==> src/rtl/intr_deleg_csr.sv <==
module intr_deleg_csr #(
  parameter int XLEN = 32
) (
  input  logic            clk,
  input  logic            rst_n,
  input  logic            csr_we,
  input  logic [11:0]     csr_addr,
  input  logic [XLEN-1:0] csr_wdata,
  output logic [XLEN-1:0] csr_rdata,
  input  logic            sup_present,
  input  logic            tcmp_present,
  input  logic            tcmp_en,
  input  logic            hw_mei,
  input  logic            hw_mti,
  input  logic            hw_msi,
  input  logic            hw_sei,
  output logic [XLEN-1:0] irq_enable,
  output logic [XLEN-1:0] irq_pending,
  output logic [XLEN-1:0] irq_deleg
);
  localparam logic [11:0] A_EN   = 12'h304;
  localparam logic [11:0] A_PEND = 12'h344;
  localparam logic [11:0] A_DLG  = 12'h303;
  localparam logic [11:0] A_SEN  = 12'h104;
  localparam logic [11:0] A_SPND = 12'h144;
  localparam int SSI = 1, MSI = 3, STI = 5, MTI = 7, SEI = 9, MEI = 11;

  logic en_ssi, en_msi, en_sti, en_mti, en_sei, en_mei;
  logic sp_ssi, sp_sti, sp_sei;
  logic dl_ssi, dl_sti, dl_sei;
  logic sti_locked;

  assign sti_locked = tcmp_present & tcmp_en;

  always_ff @(posedge clk) begin
    if (!rst_n) begin
      {en_ssi, en_msi, en_sti, en_mti, en_sei, en_mei} <= '0;
      {sp_ssi, sp_sti, sp_sei} <= '0;
      {dl_ssi, dl_sti, dl_sei} <= '0;
    end else if (csr_we) begin
      case (csr_addr)
        A_EN: begin
          en_msi <= csr_wdata[MSI];
          en_mti <= csr_wdata[MTI];
          en_mei <= csr_wdata[MEI];
          en_ssi <= sup_present & csr_wdata[SSI];
          en_sti <= sup_present & csr_wdata[STI];
          en_sei <= sup_present & csr_wdata[SEI];
        end
        A_PEND: begin
          sp_ssi <= sup_present & csr_wdata[SSI];
          sp_sei <= sup_present & csr_wdata[SEI];
          if (!sup_present)     sp_sti <= 1'b0;
          else if (!sti_locked) sp_sti <= csr_wdata[STI];
        end
        A_DLG: begin
          dl_ssi <= csr_wdata[SSI];
          dl_sti <= csr_wdata[STI];
          dl_sei <= csr_wdata[SEI];
        end
        A_SEN: if (sup_present) begin
          if (dl_ssi) en_ssi <= csr_wdata[SSI];
          if (dl_sti) en_sti <= csr_wdata[STI];
          if (dl_sei) en_sei <= csr_wdata[SEI];
        end
        A_SPND: if (sup_present && dl_ssi) sp_ssi <= csr_wdata[SSI];
        default: ;
      endcase
    end
  end

  always_comb begin
    irq_enable = '0;
    irq_enable[SSI] = en_ssi;
    irq_enable[MSI] = en_msi;
    irq_enable[STI] = en_sti;
    irq_enable[MTI] = en_mti;
    irq_enable[SEI] = en_sei;
    irq_enable[MEI] = en_mei;

    irq_pending = '0;
    irq_pending[SSI] = sp_ssi;
    irq_pending[MSI] = hw_msi;
    irq_pending[STI] = sp_sti;
    irq_pending[MTI] = hw_mti;
    irq_pending[SEI] = sp_sei | hw_sei;
    irq_pending[MEI] = hw_mei;

    irq_deleg = '0;
    irq_deleg[SSI] = dl_ssi;
    irq_deleg[STI] = dl_sti;
    irq_deleg[SEI] = dl_sei;
  end

  always_comb begin
    case (csr_addr)
      A_EN:    csr_rdata = irq_enable;
      A_PEND:  csr_rdata = irq_pending;
      A_DLG:   csr_rdata = irq_deleg;
      A_SEN:   csr_rdata = irq_enable & irq_deleg;
      A_SPND:  csr_rdata = irq_pending & irq_deleg;
      default: csr_rdata = '0;
    endcase
  end
endmodule

==> config.mk <==
export PLATFORM = sky130hd
export DESIGN_NAME = intr_deleg_csr
export DESIGN_NICKNAME = d
export VERILOG_FILES = /design/src/rtl/intr_deleg_csr.sv
export SDC_FILE = /design/constraint.sdc
export NUM_CORES = 1
export LEC_CHECK = 0
export BUFFER_PORTS_ARGS = -buffer_cell sky130_fd_sc_hd__buf_2
export CORE_MARGIN = 2
export CORE_UTILIZATION = 36
export CTS_CLUSTER_SIZE = 8
export DETAILED_ROUTE_END_ITERATION = 6
export PLACE_DENSITY = 0.91
export SLEW_MARGIN = 20
export SYNTH_ARGS = -nofsm -noshare
export SYNTH_HDL_FRONTEND = slang
export SYNTH_SLANG_ARGS = --single-unit
export TNS_END_PERCENT = 50
==> constraint.sdc <==
create_clock -name clk -period 1.3 [get_ports clk]
set_input_delay 0 -clock clk [delete_from_list [all_inputs] [get_ports clk]]
set_output_delay 0 -clock clk [all_outputs]
set_load 0.05 [all_outputs]
==> impl_summary.md <==
Power and ir drop
The analysis attributes to net switching a power of 889 uW. In this run, flip-flops and latches consume 24.2% of the power. Per report_power, the clock group accounts for 21.2% of the total. The internal power of the cells totals 635 uW. Of the total power, the share spent switching nets is 58.4%. The portion of total power attributed to combinational logic is 54.6%.

The peak ir drop on the vdd network is 0.391 mV. For this design the static power due to leakage is 0.000947 uW. The power per cell area is 931 nW/um^2.

Synthesis
Ranked by total cell area, the synthesized netlist is headed by buf_4 52%, dfxtp_1 14%, mux2i_1 4.0%. The number of cells produced by synthesis is 219. For this run, the number of Yosys warnings is 0. The biggest area contributor in the post-synthesis netlist is buf_4. The post-synthesis xor/xnor area fraction is 0%. The post-synthesis simple-gate area fraction is 19.6%.

The largest family of logic cells by synthesized area is buffers and inverters. Measured against the total synthesized area, the mux share comes to 3.98%. The share of the synthesized area in the top cell type is 51.6%. The summed instance area of the synthesized netlist is 1760 um^2. Sequential elements use 13.7% of the synthesized area. Summing the areas of all fa, ha and maj instances in the mapped netlist gives 0% of the synthesized area.

The post-synthesis register bit count is 12. The synthesized netlist devotes 8.89% of its cell area to compound gates. Counting distinct cell types in the post-synthesis netlist gives 36. The synthesized area per cell is 8.03 um^2.

Timing
The clock period minus final worst setup slack is 1240 ps. The number of max-slew violations in the final report is 0. Setup violations remaining at the end of the flow were counted as 0. In the final timing run, aggregate negative setup slack is 0 ps. Of the available clock period, the critical path in the final layout requires 95.7%.

Across the routed clock network, the largest skew measured is 2.14 ps. Setup repair after global routing left no endpoint under its margin. The final hold violation count is 0. The maximum achievable frequency is 0.804 GHz.

The tightest hold path in the finished design has a slack of 5.18 ps.

Min path
The path class of the tightest hold or removal check is in -> reg.

Route
The first-pass detailed-route iteration total is 4. Once detail routing completed, the nets flagged for antenna violations numbered 0. The total wire length after detailed routing is 3090 um.

The overall via count from detail_route is 1258. The total DRC errors in the routed layout is 0. The first routing iteration left 108 violations. After detailed routing, the average wire length per cell comes to 9.63 um.

The mean number of vias per cell is 3.92.

Run status
The flow ran to the end, and the final reports show no timing, DRC or antenna violations.

Layout
In the final layout, the share of cells above drive strength 1 is 27.2%. The number of antenna diodes in the final layout is 0. The area growth from synthesis to layout is -6.97%.

At the end of the flow the core is filled with cells to 34.6%. The count of cells in the finished layout, fillers not included, comes to 321. The final net count is 310. The top cell types in the final layout, fill and taps aside, are 107 x conb_1, 45 x buf_2, 17 x nand2_1. The area of all placed cells without fillers is 1640 um^2. The most frequent standard cell in the layout excluding fill and tap cells is conb_1.

Placement
The count of buffers added on input and output ports is 48. After legalization and detailed placement, the total HPWL measured 2690 um. The last weighted congestion value of the routability-driven placer is 0.792.

The instance area after placement is 1580 um^2. The number of placed instances, taps included, is 318.

Floorplan
For this configuration, the core starts out at a cell density of 37.2%. The height of the chip is 73.9 um. The x dimension of the die is 73.9 um. The number of cell rows is 25. The I/O pin total is 182. The area of the die is 5460 um^2. The standard cell core area is 4720 um^2.

CTS
The count of hold-fix buffers inserted at cts is 0. The insertion delay to the later sink of the worst-skew pair is 230 ps. The CTS tree is built. The CTS H-tree depth is 1. In this run the clock root is driven by a clkbuf_8.

No sink is reached through more buffers than the 2 on the longest clock path. The CTS sink count is 12. The clock transition at the registers of the reported paths is 50 ps. Clock tree synthesis inserted a total of 3 buffers.

Setup path
The type of the setup path with the least slack is reg -> out. The critical path capture point type is a primary output. The required time at the endpoint of the critical path is 1300 ps.

The endpoint arrival time on the critical path is 1240 ps. The highest net fanout along the worst path is 2. The startpoint type of the worst setup path is a flop.

GRT
The number of global-route vias before repair is 852. The initial antenna violation count is 1. In the global route stage, overall resource usage came out at 9.30%.

Global routing finished with a remaining overflow of 0. The global-route wire length before repair is 3860 um. Entering global routing, the biggest net connects 20 pins.

Flow run
The max capacitance violation total is 0.
==> Yosys cell counts <==
cell,instances
a211oi_1,1
a21o_1,4
a21oi_1,3
a31oi_1,2
a32o_1,3
and2_1,1
and2_2,1
and3_1,2
and4_2,1
and4b_1,1
and4bb_2,1
buf_2,2
buf_4,121
buf_6,1
clkbuf_1,4
conb_1,1
dfxtp_1,12
mux2i_1,7
nand2_1,17
nand3_1,10
nand4_1,3
nand4_2,1
nand4b_1,2
nor2_1,1
nor2b_1,1
nor3b_1,1
nor3b_4,1
nor4_4,1
nor4b_1,1
nor4b_2,1
nor4b_4,1
o211ai_1,3
o2bb2ai_1,1
o31ai_1,4
or2_2,1
or3b_4,1
==> sequential cells by signal (all words and copies together), names as in the netlist <==
| register | cells |
|---|---|
| sp_ssi | 1 |
| dl_ssi | 1 |
| dl_sti | 1 |
| dl_sei | 1 |
| en_mei | 1 |
| en_sei | 1 |
| en_mti | 1 |
| en_ssi | 1 |
| sp_sti | 1 |
| sp_sei | 1 |
| en_sti | 1 |
| en_msi | 1 |
==> cells by family after synthesis <==
| logic type | after synthesis |
|---|---|
| buffers and inverters | 128 |
| other | 1 |
| AND/OR/NAND/NOR | 50 |
| flip-flops | 12 |
| multiplexers | 7 |
| AO/OA/AOI/OAI | 21 |
==> power by group through the flow <==
stage,Combinational (uW),Sequential (uW),Clock [uW]
after floorplan,1000,376,0
after global placement,817,376,0
after detailed placement,822,376,0
after CTS,822,369,327
after global routing,864,368,342
final,832,369,323
==> final timing paths <==
kind	startpoint	endpoint	slack, ps	cells after the start
setup / recovery	sp_sei$_SDFFE_PN0P_	csr_rdata[9]	60	4
hold / removal	csr_wdata[11]	en_mei$_SDFFE_PN0P_	5	3
setup reg to reg	dl_ssi$_SDFFE_PN0P_	sp_ssi$_SDFFE_PN0P_	260	3
hold reg to reg	en_mti$_SDFFE_PN0P_	en_mti$_SDFFE_PN0P_	470	2
==> layout make-up <==
type,count,area [um^2]
Fill cell,512,3090
Multi-Input combinational cell,185,978
Timing Repair Buffer,54,293
Sequential cell,12,240
Tap cell,67,83.8
Clock buffer,3,41.3
==> metal layers <==
| layer | global-route usage, % | vias up | wire, um |
|---|---|---|---|
| met5 | 0 | - | 11 |
| met4 | 5.05 | 2 | 48 |
| met3 | 2.61 | 6 | 386 |
| met2 | 17.6 | 100 | 1660 |
| met1 | 9.02 | 567 | 982 |
| li1 | - | 583 | - |
==> what timing repair did <==
| item | in CTS | in global routing |
|---|---|---|
| setup buffers | 0 | 0 |
| resized for setup | 0 | 6 |
| setup endpoints to repair | 0 | 6 |
| hold endpoints to repair | 0 | 0 |
==> worst max-delay path: stages (launching register included) <==
cell,delay [ps]
dfxtp_1,320
or2_2,300
o211ai_1,100
nand3_1,90
buf_4,190
==> metrics by stage <==
step,setup slack [ps],total power [uW]
2_1_floorplan,35.0,1380
3_3_place_gp,-17.3,1190
3_5_place_dp,-85.8,1200
4_1_cts,12.6,1520
5_1_grt,0.837,1570
6_report,56.0,1520
Power figures use the tool's default switching activity.
